**config.mk**
```make
export PLATFORM = sky130hd
export DESIGN_NAME = tcl_tagged_lsu
export DESIGN_NICKNAME = d
export VERILOG_FILES = /design/src/rtl/tcl_pkg.sv /design/src/rtl/tcl_addr_decode.sv /design/src/rtl/tcl_tag_ram.sv /design/src/rtl/tcl_data_ram.sv /design/src/rtl/tcl_fault_log.sv /design/src/rtl/tcl_tagged_lsu.sv
export SDC_FILE = /design/constraint.sdc
export NUM_CORES = 2
export LEC_CHECK = 0
export BUFFER_PORTS_ARGS = -buffer_cell sky130_fd_sc_hd__buf_2
export CAP_MARGIN = 20
export CORE_ASPECT_RATIO = 0.7
export CORE_MARGIN = 5
export CORE_UTILIZATION = 60
export CTS_CLUSTER_DIAMETER = 50
export DETAILED_ROUTE_END_ITERATION = 6
export PLACE_DENSITY = 0.85
export SYNTH_ARGS = -nofsm -noshare
export SYNTH_HDL_FRONTEND = slang
export SYNTH_SLANG_ARGS = --single-unit
```
**constraint.sdc**
```tcl
create_clock -name clk -period 3.3 [get_ports clk]
set_input_delay 0.165 -clock clk [delete_from_list [all_inputs] [get_ports clk]]
set_output_delay 0.165 -clock clk [all_outputs]
set_load 0.01 [all_outputs]
```
**src/rtl/tcl_pkg.sv**
```systemverilog
package tcl_pkg;
  localparam int PTR_W   = 64;
  localparam int WORD_W  = 64;
  localparam int TAG_W   = 4;
  localparam int IMM_W   = 12;
  localparam int ADDR_W  = 56;
  localparam int KEY_LO  = 56;

  typedef enum logic [2:0] {
    OP_LOAD    = 3'd0,
    OP_STORE   = 3'd1,
    OP_TAGSET  = 3'd2,
    OP_STPAIR  = 3'd3,
    OP_SPLOAD  = 3'd4,
    OP_SPSTORE = 3'd5,
    OP_RSV6    = 3'd6,
    OP_RSV7    = 3'd7
  } tcl_op_e;

  typedef struct packed {
    logic checked;
    logic rd_word;
    logic wr_word;
    logic set_tag;
    logic wr_pair;
    logic sp_rel;
  } tcl_ctl_t;

  function automatic tcl_ctl_t tcl_decode_op(tcl_op_e op);
    tcl_ctl_t c;
    c = '0;
    case (op)
      OP_LOAD:    begin c.checked = 1'b1; c.rd_word = 1'b1; end
      OP_STORE:   begin c.checked = 1'b1; c.wr_word = 1'b1; end
      OP_TAGSET:  c.set_tag = 1'b1;
      OP_STPAIR:  begin c.set_tag = 1'b1; c.wr_pair = 1'b1; end
      OP_SPLOAD:  begin c.rd_word = 1'b1; c.sp_rel = 1'b1; end
      OP_SPSTORE: begin c.wr_word = 1'b1; c.sp_rel = 1'b1; end
      default:    c = '0;
    endcase
    return c;
  endfunction
endpackage

```
**src/rtl/tcl_addr_decode.sv**
```systemverilog
module tcl_addr_decode
  import tcl_pkg::*;
#(
  parameter int GRAN_LOG2 = 4
) (
  input  tcl_op_e                op,
  input  logic [PTR_W-1:0]       ptr,
  input  logic [IMM_W-1:0]       imm,
  output logic [GRAN_LOG2-1:0]   gran_idx,
  output logic                   word_sel,
  output logic [TAG_W-1:0]       key_tag,
  output tcl_ctl_t               ctl
);
  localparam int IDX_HI = GRAN_LOG2 + 3;

  logic [ADDR_W-1:0] base;
  logic [ADDR_W-1:0] offs;
  logic [ADDR_W-1:0] eff;
  logic              unused_bits;

  assign ctl      = tcl_decode_op(op);
  assign base     = ptr[ADDR_W-1:0];
  assign offs     = {{(ADDR_W-IMM_W){imm[IMM_W-1]}}, imm};
  // Only the stack-relative path adds the immediate offset.
  assign eff      = ctl.sp_rel ? (base + offs) : base;
  assign gran_idx = eff[IDX_HI:4];
  assign word_sel = eff[3];
  assign key_tag  = ptr[KEY_LO+TAG_W-1:KEY_LO];

  assign unused_bits = ^{ptr[PTR_W-1:KEY_LO+TAG_W], eff[2:0], eff[ADDR_W-1:IDX_HI+1]};
endmodule

```
**src/rtl/tcl_tag_ram.sv**
```systemverilog
module tcl_tag_ram
  import tcl_pkg::*;
#(
  parameter int DEPTH_LOG2 = 4
) (
  input  logic                  clk,
  input  logic                  rst_n,
  input  logic [DEPTH_LOG2-1:0] rd_idx,
  output logic [TAG_W-1:0]      rd_tag,
  input  logic                  wr_en,
  input  logic [DEPTH_LOG2-1:0] wr_idx,
  input  logic [TAG_W-1:0]      wr_tag
);
  localparam int DEPTH = 1 << DEPTH_LOG2;

  logic [TAG_W-1:0] locks [DEPTH];

  always_ff @(posedge clk or negedge rst_n) begin
    if (!rst_n) begin
      for (int i = 0; i < DEPTH; i++) locks[i] <= '0;
    end else if (wr_en) begin
      locks[wr_idx] <= wr_tag;
    end
  end

  assign rd_tag = locks[rd_idx];

  // a tag write is visible on the next cycle.
  assert_tag_written_R6: assert property (@(posedge clk) disable iff (!rst_n)
    (wr_en && rd_idx == wr_idx) |=> (rd_idx != $past(wr_idx)) || (rd_tag == $past(wr_tag)));
endmodule

```
**src/rtl/tcl_data_ram.sv**
```systemverilog
module tcl_data_ram
  import tcl_pkg::*;
#(
  parameter int DEPTH_LOG2 = 4
) (
  input  logic                         clk,
  input  logic                         rst_n,
  input  logic [DEPTH_LOG2-1:0]        rd_idx,
  input  logic                         rd_sel,
  output logic [WORD_W-1:0]            rd_data,
  input  logic [DEPTH_LOG2-1:0]        wr_idx,
  input  logic [1:0]                   wr_en,
  input  logic [1:0][WORD_W-1:0]       wr_data
);
  localparam int DEPTH = 1 << DEPTH_LOG2;

  logic [1:0][WORD_W-1:0] bank_rd;

  for (genvar b = 0; b < 2; b++) begin : g_bank
    logic [WORD_W-1:0] words [DEPTH];
    always_ff @(posedge clk or negedge rst_n) begin
      if (!rst_n) begin
        for (int i = 0; i < DEPTH; i++) words[i] <= '0;
      end else if (wr_en[b]) begin
        words[wr_idx] <= wr_data[b];
      end
    end
    assign bank_rd[b] = words[rd_idx];
  end

  assign rd_data = bank_rd[rd_sel];
endmodule

```
**src/rtl/tcl_fault_log.sv**
```systemverilog
module tcl_fault_log
  import tcl_pkg::*;
(
  input  logic             clk,
  input  logic             rst_n,
  input  logic             fault_evt,
  input  logic [PTR_W-1:0] fault_ptr,
  input  logic             clear,
  output logic             flag,
  output logic [PTR_W-1:0] addr
);
  always_ff @(posedge clk or negedge rst_n) begin
    if (!rst_n) begin
      flag <= 1'b0;
      addr <= '0;
    end else if (fault_evt && (!flag || clear)) begin
      flag <= 1'b1;
      addr <= fault_ptr;
    end else if (clear) begin
      flag <= 1'b0;
    end
  end

  assert_sticky_hold_R10: assert property (@(posedge clk) disable iff (!rst_n)
    (flag && !clear) |=> (flag && $stable(addr)));

  assert_clear_race_R10: assert property (@(posedge clk) disable iff (!rst_n)
    (fault_evt && clear) |=> (flag && addr == $past(fault_ptr)));
endmodule

```
**src/rtl/tcl_tagged_lsu.sv**
```systemverilog
module tcl_tagged_lsu
  import tcl_pkg::*;
#(
  parameter int GRAN_LOG2 = 4
) (
  input  logic        clk,
  input  logic        rst_n,
  input  logic        req_valid,
  output logic        req_ready,
  input  logic [2:0]  req_op,
  input  logic [63:0] req_ptr,
  input  logic [11:0] req_imm,
  input  logic [63:0] req_data0,
  input  logic [63:0] req_data1,
  output logic        rsp_valid,
  input  logic        rsp_ready,
  output logic [63:0] rsp_rdata,
  output logic        rsp_fault,
  input  logic        fault_clear,
  output logic        fault_flag,
  output logic [63:0] fault_addr
);
  logic [GRAN_LOG2-1:0]   gran_idx;
  logic                   word_sel;
  logic [TAG_W-1:0]       key_tag;
  logic [TAG_W-1:0]       lock_tag;
  tcl_ctl_t               ctl;
  logic                   accept;
  logic                   mismatch;
  logic                   tag_we;
  logic [1:0]             word_we;
  logic [1:0][WORD_W-1:0] word_wd;
  logic [WORD_W-1:0]      rd_word;

  tcl_addr_decode #(.GRAN_LOG2(GRAN_LOG2)) u_decode (
    .op       (tcl_op_e'(req_op)),
    .ptr      (req_ptr),
    .imm      (req_imm),
    .gran_idx (gran_idx),
    .word_sel (word_sel),
    .key_tag  (key_tag),
    .ctl      (ctl)
  );

  tcl_tag_ram #(.DEPTH_LOG2(GRAN_LOG2)) u_tags (
    .clk    (clk),
    .rst_n  (rst_n),
    .rd_idx (gran_idx),
    .rd_tag (lock_tag),
    .wr_en  (tag_we),
    .wr_idx (gran_idx),
    .wr_tag (key_tag)
  );

  tcl_data_ram #(.DEPTH_LOG2(GRAN_LOG2)) u_data (
    .clk     (clk),
    .rst_n   (rst_n),
    .rd_idx  (gran_idx),
    .rd_sel  (word_sel),
    .rd_data (rd_word),
    .wr_idx  (gran_idx),
    .wr_en   (word_we),
    .wr_data (word_wd)
  );

  tcl_fault_log u_faults (
    .clk       (clk),
    .rst_n     (rst_n),
    .fault_evt (accept && mismatch),
    .fault_ptr (req_ptr),
    .clear     (fault_clear),
    .flag      (fault_flag),
    .addr      (fault_addr)
  );

  assign req_ready = !rsp_valid || rsp_ready;
  assign accept    = req_valid && req_ready;
  assign mismatch  = ctl.checked && (key_tag != lock_tag);
  assign tag_we    = accept && ctl.set_tag;

  always_comb begin
    word_we[0] = accept && (ctl.wr_pair || (ctl.wr_word && !mismatch && !word_sel));
    word_we[1] = accept && (ctl.wr_pair || (ctl.wr_word && !mismatch && word_sel));
    word_wd[0] = req_data0;
    word_wd[1] = ctl.wr_pair ? req_data1 : req_data0;
  end

  always_ff @(posedge clk or negedge rst_n) begin
    if (!rst_n) begin
      rsp_valid <= 1'b0;
      rsp_rdata <= '0;
      rsp_fault <= 1'b0;
    end else if (accept) begin
      rsp_valid <= 1'b1;
      rsp_rdata <= (ctl.rd_word && !mismatch) ? rd_word : '0;
      rsp_fault <= mismatch;
    end else if (rsp_ready) begin
      rsp_valid <= 1'b0;
    end
  end

  assert_rsp_next_R9: assert property (@(posedge clk) disable iff (!rst_n)
    (req_valid && req_ready) |=> rsp_valid);

  assert_rsp_hold_R9: assert property (@(posedge clk) disable iff (!rst_n)
    (rsp_valid && !rsp_ready) |=> (rsp_valid && $stable(rsp_rdata) && $stable(rsp_fault)));

  assert_fault_zero_R5: assert property (@(posedge clk) disable iff (!rst_n)
    (rsp_valid && rsp_fault) |-> (rsp_rdata == '0));

  assert_unchecked_nofault_R8: assert property (@(posedge clk) disable iff (!rst_n)
    (req_valid && req_ready && req_op >= 3'd2) |=> !rsp_fault);

  assert_fault_sets_flag_R10: assert property (@(posedge clk) disable iff (!rst_n)
    (rsp_valid && rsp_fault && $changed(rsp_fault)) |-> fault_flag);
endmodule

```
==> results.md <==
* Number of I/O port buffers at 339
* Synth area leaders: dfrtp_1 (54%), mux2_2 (23%), nand2_1 (7.8%)
* Hold WC Path Type: primary input to flop
* CTS tree: done
* Detailed-placement wirelength estimate at 190900 um
* Final setup margin at -0.3441 ns
* Synth top area share at 54.01%
* Vias in the first global route at 84400
* Fin crit share at 110.4%
* Failing checks: negative setup slack
* Clk_lat worst skew at 0.90 ns
* Critical path type: primary input to flop
* Setup slack at placement at -1.108 ns
* Post-synthesis xor/xnor area fraction at 0.01686%
* Clock net sink count at 2243
* Hold depth at 3
* Num CTS Buffers at 204
* Post-synth EDFFs at 0
* Die Y at 358.2 um
* Largest fanout on the critical path at 10
* Antenna viol nets, final at 0
* Simple-gate share of the synthesized area at 13.44%
* GR peak layer: met2
* Detailed Route WL at 344200 um
* Fmax at 274.4 MHz
* Critical Path AT at 4.40 ns
* CP startpoint kind: primary input
* Setup crit end kind: flop
* Top_reg_cell synth: dfrtp_1
* Yosys warnings at 0
* Grt met1 use at 45.68%
* Status: finished with violations
* Register area share after synthesis at 54.01%
* Relative slew slack at 35.87%
* CP Cell Sequence: buf_6 > ha_4 > nand4_1 > buf_4 > nand4_1 > o2111ai_4 > buf_12 > buf_8 > mux2i_2 > mux2i_1 > o22ai_2 > o21a_1 > nor4b_4 > nand2_4 > buf_12 > o31ai_4 > buf_12 > clkbuf_16 > mux2_2
* Worst VDD drop at 0.6112 mV
* Cell variety after synth at 59
* CTS H-tree lvls at 4
* R2R Path End: u_data.g_bank[0].words[125]$_DFFE_PN0P_
* Post-route setup TNS at -322.42 ns
* Total Nets Final at 10150
* Layout Area Growth over Synthesis at 19.18%
* Worst Hold End: u_data.g_bank[1].words[28]$_DFFE_PN0P_
* Total Power at 78.86 mW
* Synthesized Nets at 9629
* DR iter-0 viols at 11530
* Syn avg cell area at 11.04 um^2
* Compound-Gate Fraction of Synth Area at 4.537%
* Largest family of logic cells by synthesized area: multiplexers
* Vias at 83940
* Pwr per Cell Area at 636.7 nW/um^2
* Starting Density at 60.50%
* Final critical-path required period at 3.644 ns
* Yosys top cell by area: dfrtp_1
* Met2 usage at 54.33%
* Final setup viols at 2097
* Via/cell ratio at 6.750
* GRT overflow at 0
* Register bit total from synthesis at 2243
* Post-synthesis async set-or-reset flop share at 100.0%
* First-pass GRT wire length at 497100 um
* R2r startpoint: u_tags.locks[5]$_DFFE_PN0P_
* Io pins at 344
* Share of post-route cells with drive strength above 1 at 34.96%
* Post-Syn Instances at 9411
* Most frequent CP cell: buf_12
* Post-synthesis adder-cell area fraction at 0.07224%
* Core Region at 171800 um^2
* Fin util at 72.11%
* Largest net degree at the start of global routing at 216
* R2r setup slk at 0.02 ns
* DRC at 0
* Final slew viol count at 0
* Clk_skew at 0.05038 ns
* CP Data Required Time at 4.06 ns
* Mux cell area share after synthesis at 24.59%
* Leakage at 58.52 nW
* Die Wd at 507.4 um
* CTS clk-pin slew, worst paths at 0.07 ns
* Row cnt at 127
* Bufs on Longest Clock Path at 3
* Max Cap Viol at 0
* Max stage delay on crit path at 0.38 ns
* Worst Max-Slew Pin Slew at 0.9619 ns
* R2r worst-path depth at 11
* Hold Vio Cnt, Final at 0
* Top cell family by delay on the critical path: buffers and inverters
* Hold Crit Start: req_data1[28]
* Drt first pass iters at 6
* Overall global routing resource usage at 35.02%
* Netlist area before placement at 103900 um^2
* RSZ-0062 raised after global routing: true
* Crit path buf inv count at 7
* Root Buffer: clkbuf_16
* Routability cong. at 0.8949
* WP depth at 19
* Grt met3 use at 8.997%
* Wirelength per Cell at 27.68 um
* Slowest CP cell: nor4b_4
* Initial antenna violation count at 12
* Die area at 181800 um^2
==> stage by stage <==
step           std cells  instance area (um^2)  hold WS [ns]
2_1_floorplan       9411                105400       -0.1306
3_3_place_gp       11790                112600        0.1156
3_5_place_dp       11790                112600        0.1101
4_1_cts            12370                121800     0.0007918
5_1_grt            12430                123800       0.04369
6_report           12440                123900       0.05411
==> layer usage <==
layer	vias to the layer above	part of all wire, %	routed length, um
met2	6536	45	156300
met3	1524	12	42700
met4	4	6.1	21090
met1	42210	36	124100
met5	-	0.0055	19
li1	33670	-	-
==> kinds of logic (layout without fill, tap and decap cells) <==
family,Yosys count,in the layout
mux,2275,2275
other cells,0,9
simple gates,3261,3261
flops,2243,2243
xor+xnor,2,2
compound gates,820,820
buf+inv,804,1497
fa+ha+maj,6,6
==> final cells by class <==
type,instances,area [um^2]
flip-flops and latches,2243,56130
inverters,6,22.52
diodes,9,22.52
fillers,10070,47920
well taps,2322,2905
repair buffers,1115,11190
clock buffers,305,6142
multi-input cells,6364,46580
clock inverters,71,857.1
==> how the worst max path moves through the flow <==
stage / endpoint / start
floorplan: u_data.g_bank[0].words[100]$_DFFE_PN0P_ / req_ptr[2]
global placement: u_data.g_bank[0].words[854]$_DFFE_PN0P_ / req_imm[2]
detailed placement: u_data.g_bank[1].words[486]$_DFFE_PN0P_ / req_ptr[2]
CTS: u_data.g_bank[0].words[936]$_DFFE_PN0P_ / req_ptr[1]
global route: u_data.g_bank[0].words[124]$_DFFE_PN0P_ / req_ptr[1]
finish: u_data.g_bank[0].words[125]$_DFFE_PN0P_ / req_ptr[2]
==> registers in the layout, summed over array words and instances, names as in the netlist <==
signal,cells
rsp_fault,1
u_faults.addr,64
u_tags.locks,64
rsp_rdata,64
u_data.g_bank.words,2048
u_faults.flag,1
rsp_valid,1
==> synth_stat cells, types with 2 or more instances <==
cell type and count:
dfrtp_1 2243, nand2_1 2165, mux2_2 2159, nand3_1 766, clkbuf_1 538, a21oi_1 468
buf_2 173, and3_1 133, nor4_1 128, a31oi_1 127, o21ai_0 84, o22ai_1 72
mux2_1 65, mux2i_1 51, buf_1 39, buf_4 35, nor2_1 30, a21oi_2 14
buf_6 13, o211ai_1 11, nor3_1 8, o31ai_4 8, a41o_1 7, nand2b_1 7
a311oi_1 6, ha_1 6, inv_1 6, nand4_1 4, a21o_1 3, and2_1 3
nor2b_1 3, or3_1 3, nand3b_1 2, nand4b_1 2, o21ai_1 2, o31a_1 2
o31ai_1 2, xnor2_1 2
==> tightest hold or removal path, delay by kind of cell <==
kind / cells / cell delay (ns)
multiplexers: 2 / 0.63
buffers and inverters: 1 / 0.08
==> where the power goes <==
part	switching [mW]	internal (mW)	total [mW]	leakage, nW
sequential	3.64	33.4	37.1	29.8
combinational	8.61	8.16	16.8	25.2
clock	11.1	13.9	25.0	3.47
==> layout by cell type, fill, tap and decap left out, types with 175 or more instances in the layout <==
cell type      Yosys  routed
mux2_2          2159    1756
clkbuf_16          0     237
a21oi_1          468     465
mux2_4             0     404
nand2_1         2165    2161
dlygate4sd3_1      0     184
nand3_1          766     766
buf_2            173     334
buf_4             35     340
buf_12             0     175
dfrtp_1         2243    2243
==> repair_timing <==
action	CTS	global route
gates resized for setup	30	267
hold endpoints to repair	2972	0
buffers inserted	17	24
setup endpoints to repair	1975	2144
pin swaps	13	10
hold buffers	185	0
cloned	4	34
Note: power is estimated with default switching activity, not from simulation.
